## config.mk

```make
export PLATFORM = sky130hd
export DESIGN_NAME = wdt_guard
export DESIGN_NICKNAME = d
export VERILOG_FILES = /design/src/rtl/wdt_guard_pkg.sv /design/src/rtl/wdt_key_seq.sv /design/src/rtl/wdt_cycle_cnt.sv /design/src/rtl/wdt_rst_pulse.sv /design/src/rtl/wdt_guard.sv
export SDC_FILE = /design/constraint.sdc
export NUM_CORES = 1
export LEC_CHECK = 0
export BUFFER_PORTS_ARGS = -buffer_cell sky130_fd_sc_hd__clkbuf_2
export CAP_MARGIN = 15
export CORE_ASPECT_RATIO = 0.75
export CORE_UTILIZATION = 50
export CTS_CLUSTER_DIAMETER = 40
export DETAILED_ROUTE_END_ITERATION = 8
export GPL_ROUTABILITY_DRIVEN = 0
export GPL_TIMING_DRIVEN = 1
export PLACE_DENSITY = 0.83
export SYNTH_ARGS = -nofsm -noshare
export SYNTH_HDL_FRONTEND = slang
export SYNTH_SLANG_ARGS = --single-unit
```

## constraint.sdc

```tcl
create_clock -name clk -period 2 [get_ports clk]
set_clock_uncertainty 0.05 [all_clocks]
set_input_delay 0.2 -clock clk [delete_from_list [all_inputs] [get_ports clk]]
set_output_delay 0.2 -clock clk [all_outputs]
set_load 0.02 [all_outputs]
```

## src/rtl/wdt_guard_pkg.sv

```systemverilog
package wdt_guard_pkg;

    // Register addresses on the bus
    localparam int KEY_ADDR  = 0;
    localparam int CTRL_ADDR = 1;

    // Control register bit positions
    localparam int EN_BIT = 0;
    localparam int RS_BIT = 1;
    localparam int ST_BIT = 2;

    // Timed-access key bytes
    localparam logic [7:0] KEY_FIRST  = 8'hAA;
    localparam logic [7:0] KEY_SECOND = 8'h55;

    typedef enum logic [1:0] {
        KEY_IDLE = 2'd0,
        KEY_HALF = 2'd1,
        KEY_OPEN = 2'd2
    } key_state_e;

endpackage

```

## src/rtl/wdt_key_seq.sv

```systemverilog
module wdt_key_seq
    import wdt_guard_pkg::*;
#(
    parameter int DW     = 8,
    parameter int WINDOW = 4
) (
    input  logic          clk,
    input  logic          por_n,
    input  logic          clr,
    input  logic          key_we,
    input  logic [DW-1:0] key_data,
    input  logic          tick,
    input  logic          consume,
    output logic          open_o
);

    localparam int WCW = (WINDOW > 1) ? $clog2(WINDOW) : 1;
    localparam logic [WCW-1:0] WLAST = WCW'(WINDOW - 1);

    typedef struct packed {
        key_state_e     st;
        logic [WCW-1:0] wcnt;
    } seq_t;

    seq_t seq_d, seq_q;

    always_comb begin
        seq_d = seq_q;
        if (clr) begin
            seq_d.st   = KEY_IDLE;
            seq_d.wcnt = '0;
        end else if (key_we) begin
            // Every write to the key register restarts or advances the sequence
            if (key_data == DW'(KEY_FIRST)) begin
                seq_d.st = KEY_HALF;
            end else if (seq_q.st == KEY_HALF && key_data == DW'(KEY_SECOND)) begin
                seq_d.st = KEY_OPEN;
            end else begin
                seq_d.st = KEY_IDLE;
            end
            seq_d.wcnt = '0;
        end else if (consume) begin
            seq_d.st   = KEY_IDLE;
            seq_d.wcnt = '0;
        end else if (seq_q.st == KEY_OPEN && tick) begin
            if (seq_q.wcnt == WLAST) begin
                seq_d.st   = KEY_IDLE;
                seq_d.wcnt = '0;
            end else begin
                seq_d.wcnt = seq_q.wcnt + 1'b1;
            end
        end
    end

    always_ff @(posedge clk or negedge por_n) begin
        if (!por_n) begin
            seq_q <= '{st: KEY_IDLE, wcnt: '0};
        end else begin
            seq_q <= seq_d;
        end
    end

    assign open_o = (seq_q.st == KEY_OPEN);

endmodule

```

## src/rtl/wdt_cycle_cnt.sv

```systemverilog
module wdt_cycle_cnt #(
    parameter int TIMEOUT = 122880
) (
    input  logic clk,
    input  logic por_n,
    input  logic tick,
    input  logic restart_req,
    output logic restart_pend_o,
    output logic expire_o
);

    localparam int CW = (TIMEOUT > 1) ? $clog2(TIMEOUT) : 1;
    localparam logic [CW-1:0] CLAST = CW'(TIMEOUT - 1);

    typedef struct packed {
        logic [CW-1:0] cnt;
        logic          pend;
    } cnt_t;

    cnt_t cnt_d, cnt_q;

    always_comb begin
        cnt_d      = cnt_q;
        cnt_d.pend = restart_req;
        if (cnt_q.pend) begin
            cnt_d.cnt = '0;
        end else if (tick) begin
            if (cnt_q.cnt == CLAST) begin
                cnt_d.cnt = '0;
            end else begin
                cnt_d.cnt = cnt_q.cnt + 1'b1;
            end
        end
    end

    always_ff @(posedge clk or negedge por_n) begin
        if (!por_n) begin
            cnt_q <= '{cnt: '0, pend: 1'b0};
        end else begin
            cnt_q <= cnt_d;
        end
    end

    assign restart_pend_o = cnt_q.pend;
    assign expire_o       = tick && !cnt_q.pend && (cnt_q.cnt == CLAST);

endmodule

```

## src/rtl/wdt_rst_pulse.sv

```systemverilog
module wdt_rst_pulse #(
    parameter int RST_CLKS = 4
) (
    input  logic clk,
    input  logic por_n,
    input  logic fire,
    output logic rst_o
);

    localparam int RCW = $clog2(RST_CLKS + 1);
    localparam logic [RCW-1:0] RFULL = RCW'(RST_CLKS);

    typedef struct packed {
        logic [RCW-1:0] left;
    } pls_t;

    pls_t pls_d, pls_q;

    always_comb begin
        pls_d = pls_q;
        if (fire) begin
            pls_d.left = RFULL;
        end else if (pls_q.left != '0) begin
            pls_d.left = pls_q.left - 1'b1;
        end
    end

    always_ff @(posedge clk or negedge por_n) begin
        if (!por_n) begin
            pls_q <= '{left: '0};
        end else begin
            pls_q <= pls_d;
        end
    end

    assign rst_o = (pls_q.left != '0);

endmodule

```

## src/rtl/wdt_guard.sv

```systemverilog
module wdt_guard
    import wdt_guard_pkg::*;
#(
    parameter int AW       = 2,
    parameter int DW       = 8,
    parameter int TIMEOUT  = 122880,
    parameter int WINDOW   = 4,
    parameter int RST_CLKS = 4
) (
    input  logic          clk,
    input  logic          por_n,
    input  logic          sys_rst_n,
    input  logic          tick,
    input  logic [AW-1:0] addr,
    input  logic [DW-1:0] wdata,
    input  logic          we,
    output logic [DW-1:0] rdata,
    output logic          wd_rst_o
);

    localparam logic [AW-1:0] A_KEY  = AW'(KEY_ADDR);
    localparam logic [AW-1:0] A_CTRL = AW'(CTRL_ADDR);

    typedef struct packed {
        logic en;
        logic stat;
    } ctrl_t;

    ctrl_t ctrl_d, ctrl_q;

    logic clr;
    logic wr_key, wr_ctl, prot_wr;
    logic key_open;
    logic restart_req, restart_pend;
    logic expire, fire;
    logic en_w, stat_w;

    // Writes are dropped while the CPU is held in reset
    assign clr     = !sys_rst_n || wd_rst_o;
    assign wr_key  = we && !clr && (addr == A_KEY);
    assign wr_ctl  = we && !clr && (addr == A_CTRL);
    assign prot_wr = wr_ctl && key_open;

    assign restart_req = prot_wr && wdata[RS_BIT];
    assign fire        = expire && ctrl_q.en;

    wdt_key_seq #(
        .DW     (DW),
        .WINDOW (WINDOW)
    ) u_key (
        .clk      (clk),
        .por_n    (por_n),
        .clr      (clr),
        .key_we   (wr_key),
        .key_data (wdata),
        .tick     (tick),
        .consume  (wr_ctl),
        .open_o   (key_open)
    );

    wdt_cycle_cnt #(
        .TIMEOUT (TIMEOUT)
    ) u_cnt (
        .clk            (clk),
        .por_n          (por_n),
        .tick           (tick),
        .restart_req    (restart_req),
        .restart_pend_o (restart_pend),
        .expire_o       (expire)
    );

    wdt_rst_pulse #(
        .RST_CLKS (RST_CLKS)
    ) u_pls (
        .clk   (clk),
        .por_n (por_n),
        .fire  (fire),
        .rst_o (wd_rst_o)
    );

    always_comb begin
        ctrl_d = ctrl_q;
        if (prot_wr) begin
            ctrl_d.en = wdata[EN_BIT];
        end
        if (fire) begin
            ctrl_d.stat = 1'b1;
        end else if (wr_ctl && !wdata[ST_BIT]) begin
            ctrl_d.stat = 1'b0;
        end
    end

    always_ff @(posedge clk or negedge por_n) begin
        if (!por_n) begin
            ctrl_q <= '{en: 1'b0, stat: 1'b0};
        end else begin
            ctrl_q <= ctrl_d;
        end
    end

    always_comb begin
        rdata = '0;
        if (addr == A_CTRL) begin
            rdata[EN_BIT] = ctrl_q.en;
            rdata[RS_BIT] = restart_pend;
            rdata[ST_BIT] = ctrl_q.stat;
        end
    end

    assign en_w   = ctrl_q.en;
    assign stat_w = ctrl_q.stat;

endmodule

```

==> out/results.tsv <==
metric	value	unit
die extent in y	51.4	um
CP required	2.13	ns
antenna fix cells	0	
adder and majority gate portion of the synthesized area	0.0308	
IO Count	24	
compound-gate portion of the synthesized area	0.145	
All-Layer GR Usage	0.272	
Max-slew headroom	0.541	
final period utilization	0.984	
Overflow after GRT	0	
Synth Area in Simple Gates	0.314	
Slowest Stage Delay on Critical Path	0.40	ns
Slew @ Worst Pin	0.689	ns
Switch Pwr	0.000330	W
Synth area leaders	dfrtp_1 42%, nand2_1 3.2%, ha_1 3.1%	
CP arrival	2.10	ns
DRT iter0 DRCs	146	
Fmax achieved	508	MHz
ys async rst share	1.00	
worst vdd ir	515	uV
CTS tree	built	
commonest non-fill, non-tap cells in the layout	26 x dfrtp_1, 18 x clkbuf_2, 15 x buf_4	
Via density	6.51	
top layer in use	met4	
fillers	233	
Crit Path Max Fanout	4	
Primary FF master, synth	dfrtp_1	
die area	3480	um^2
commonest non-fill, non-tap cell in the layout	dfrtp_1	
register bit count reported by yosys	27	
slowest stage cell, crit path	dfrtp_1	
Post-synth EDFFs	0	
Final Hold Vio Count	0	
CP Capture Type	register	
Worst-Skew Late Latency	0.28	ns
critical path type	reg -> reg	
Area after DPL	1820	um^2
dominant cell type by area after synthesis	dfrtp_1	
post-DP HPWL	3130	um
element type at the critical path start	register	
max-slew violations	0	
final instance area	1940	um^2
clock sinks	27	
Clock Power Share	0.283	
first-pass GRT wire length	6860	um
number of buffers inserted by port buffering	18	
Worst-path clk slew	0.09	ns
Tightest Hold Check Type	in -> reg	
combinational power share	0.151	
proportion of netlist area held by the largest area contributor	0.416	
core box area	3020	um^2
Lkg Pwr	0.900	nW
xor and xnor area share after synthesis	0.0216	
Switching Share	0.293	
met1 WL	1790	um
Internal	0.000797	W
Initial DRT Pass Iterations	4	
Final Core Density	0.642	
max cap viols	0	
via count	1594	
Min Hold Slack	0.127	ns
PwrDens	581	nW/um^2
Setup TNS Final	0	ns
DRC	0	
minimum clock period	1.97	ns
Inst Count DP	237	
Yosys warning total	0	
synthesized cell area	1620	um^2
Die X	67.8	um
Clk Tree Root Cell	clkbuf_8	
Area Growth Syn to Fin	19.3	%
combinational family with the most area after synthesis	simple AND/OR/NAND/NOR gates	
Post-Route WL	4470	um
Worst Path Buf+Inv	2	
Mapped Cells	173	
Mean Syn Cell Area	9.39	um^2
proportion of synthesized area in mux cells	0.0193	
Netlist cell types	52	
H-tree levels	1	
Flop pwr share	0.566	
clk buf depth	2	
CP dominant cell by count	buf_4	
Routed Antenna Nets	0	
met2 WL post-DR	2170	um
Routed WL per cell	18.2	um
post-synthesis sequential area ratio	0.416	
share of layout cells above drive strength 1	0.246	
Initial Util	0.538	
fin nets	227	
largest net degree at the start of global routing	28	
CP Cell Sequence	ha_1 -> nand4_1 -> buf_4 -> buf_4 -> nor2_1 -> a41oi_1 -> a311oi_1	
# rows	17	
initial antenna violation count	0	
Finished Layout Cells	245	
vias in the first global route	1541	
CP top delay family	compound AO/OA/AOI/OAI gates	
length of routed met3 wiring	323	um
count of final setup violators	0	
number of CTS-inserted buffers	3	
outcome	finished clean	
-- final timing paths --
path                                             from                             end  slack (ns)  cells after the start
min                                          wdata[1]  u_cnt.restart_pend_o$_DFF_PN0_        0.13                      2
max in group asynchronous                       por_n      u_cnt.cnt_q[6]$_DFFE_PN0P_        0.98                      2
min in group asynchronous                       por_n     u_cnt.cnt_q[16]$_DFFE_PN0P_        0.44                      2
max reg2reg                u_cnt.cnt_q[1]$_DFFE_PN0P_     u_cnt.cnt_q[15]$_DFFE_PN0P_        0.03                      7
max                        u_cnt.cnt_q[1]$_DFFE_PN0P_     u_cnt.cnt_q[15]$_DFFE_PN0P_        0.03                      7
min reg2reg                        stat_w$_DFFE_PN0P_              stat_w$_DFFE_PN0P_        0.47                      2
-- sequential cells by signal, indices dropped and copies added (netlist names) --
signal	cells
en_w	1
stat_w	1
u_cnt.cnt_q	17
u_cnt.restart_pend_o	1
u_key.seq_q	4
u_pls.pls_q	3
-- final cells by class --
class	count	area (um^2)	share of cell area
Clock inverter	1	5.00	0.00258
Inverter	9	33.8	0.0174
Sequential cell	27	677	0.349
Clock buffer	3	41.3	0.0213
Multi-Input combinational cell	133	921	0.475
Tap cell	38	47.5	0.0245
Timing Repair Buffer	34	213	0.110
-- per-stage QoR --
stage	setup WS [ns]	total power, W
4_1_cts	0.0340	0.00112
3_5_place_dp	0.0626	0.000804
2_1_floorplan	0.108	0.000729
3_3_place_gp	0.174	0.000790
6_report	0.0317	0.00113
5_1_grt	-0.0502	0.00117
-- cells by family after synthesis --
| family | count (synthesis) |
|---|---|
| multiplexers | 3 |
| flip-flops | 27 |
| AND/OR/NAND/NOR | 82 |
| other | 1 |
| AO/OA/AOI/OAI | 35 |
| buffers and inverters | 17 |
| adder cells (fa/ha/maj) | 4 |
| XOR/XNOR | 4 |
-- timing repair --
| item | 4_1_cts | 5_1_grt |
|---|---|---|
| endpoints found under the hold margin | 27 | 0 |
| buffers inserted | 0 | 3 |
| hold buffers | 1 | 0 |
| resized for setup | 0 | 6 |
| setup endpoints to repair | 0 | 9 |
-- synth_stat cells (5+ instances only) --
library cell,count
buf_4,5
nor2_1,10
nand2_1,14
nand3_1,9
dfrtp_1,27
nand2b_1,5
nor3_1,6
inv_1,9
o21ai_0,7
a21oi_1,9
-- per-layer routing --
layer / vias up / track usage
met5: - / 0
met1: 757 / 0.326
met2: 97 / 0.457
met3: 26 / 0.0603
li1: 714 / -
met4: 0 / 0.132
-- power by group through the flow --
stage	combinational [W]	clock, W	sequential (W)
floorplan	0.0000995	0	0.000630
global placement	0.000148	0	0.000642
detailed placement	0.000158	0	0.000646
CTS	0.000163	0.000323	0.000635
global route	0.000188	0.000345	0.000642
finish	0.000170	0.000319	0.000637
(Power assumes the default switching activity.)
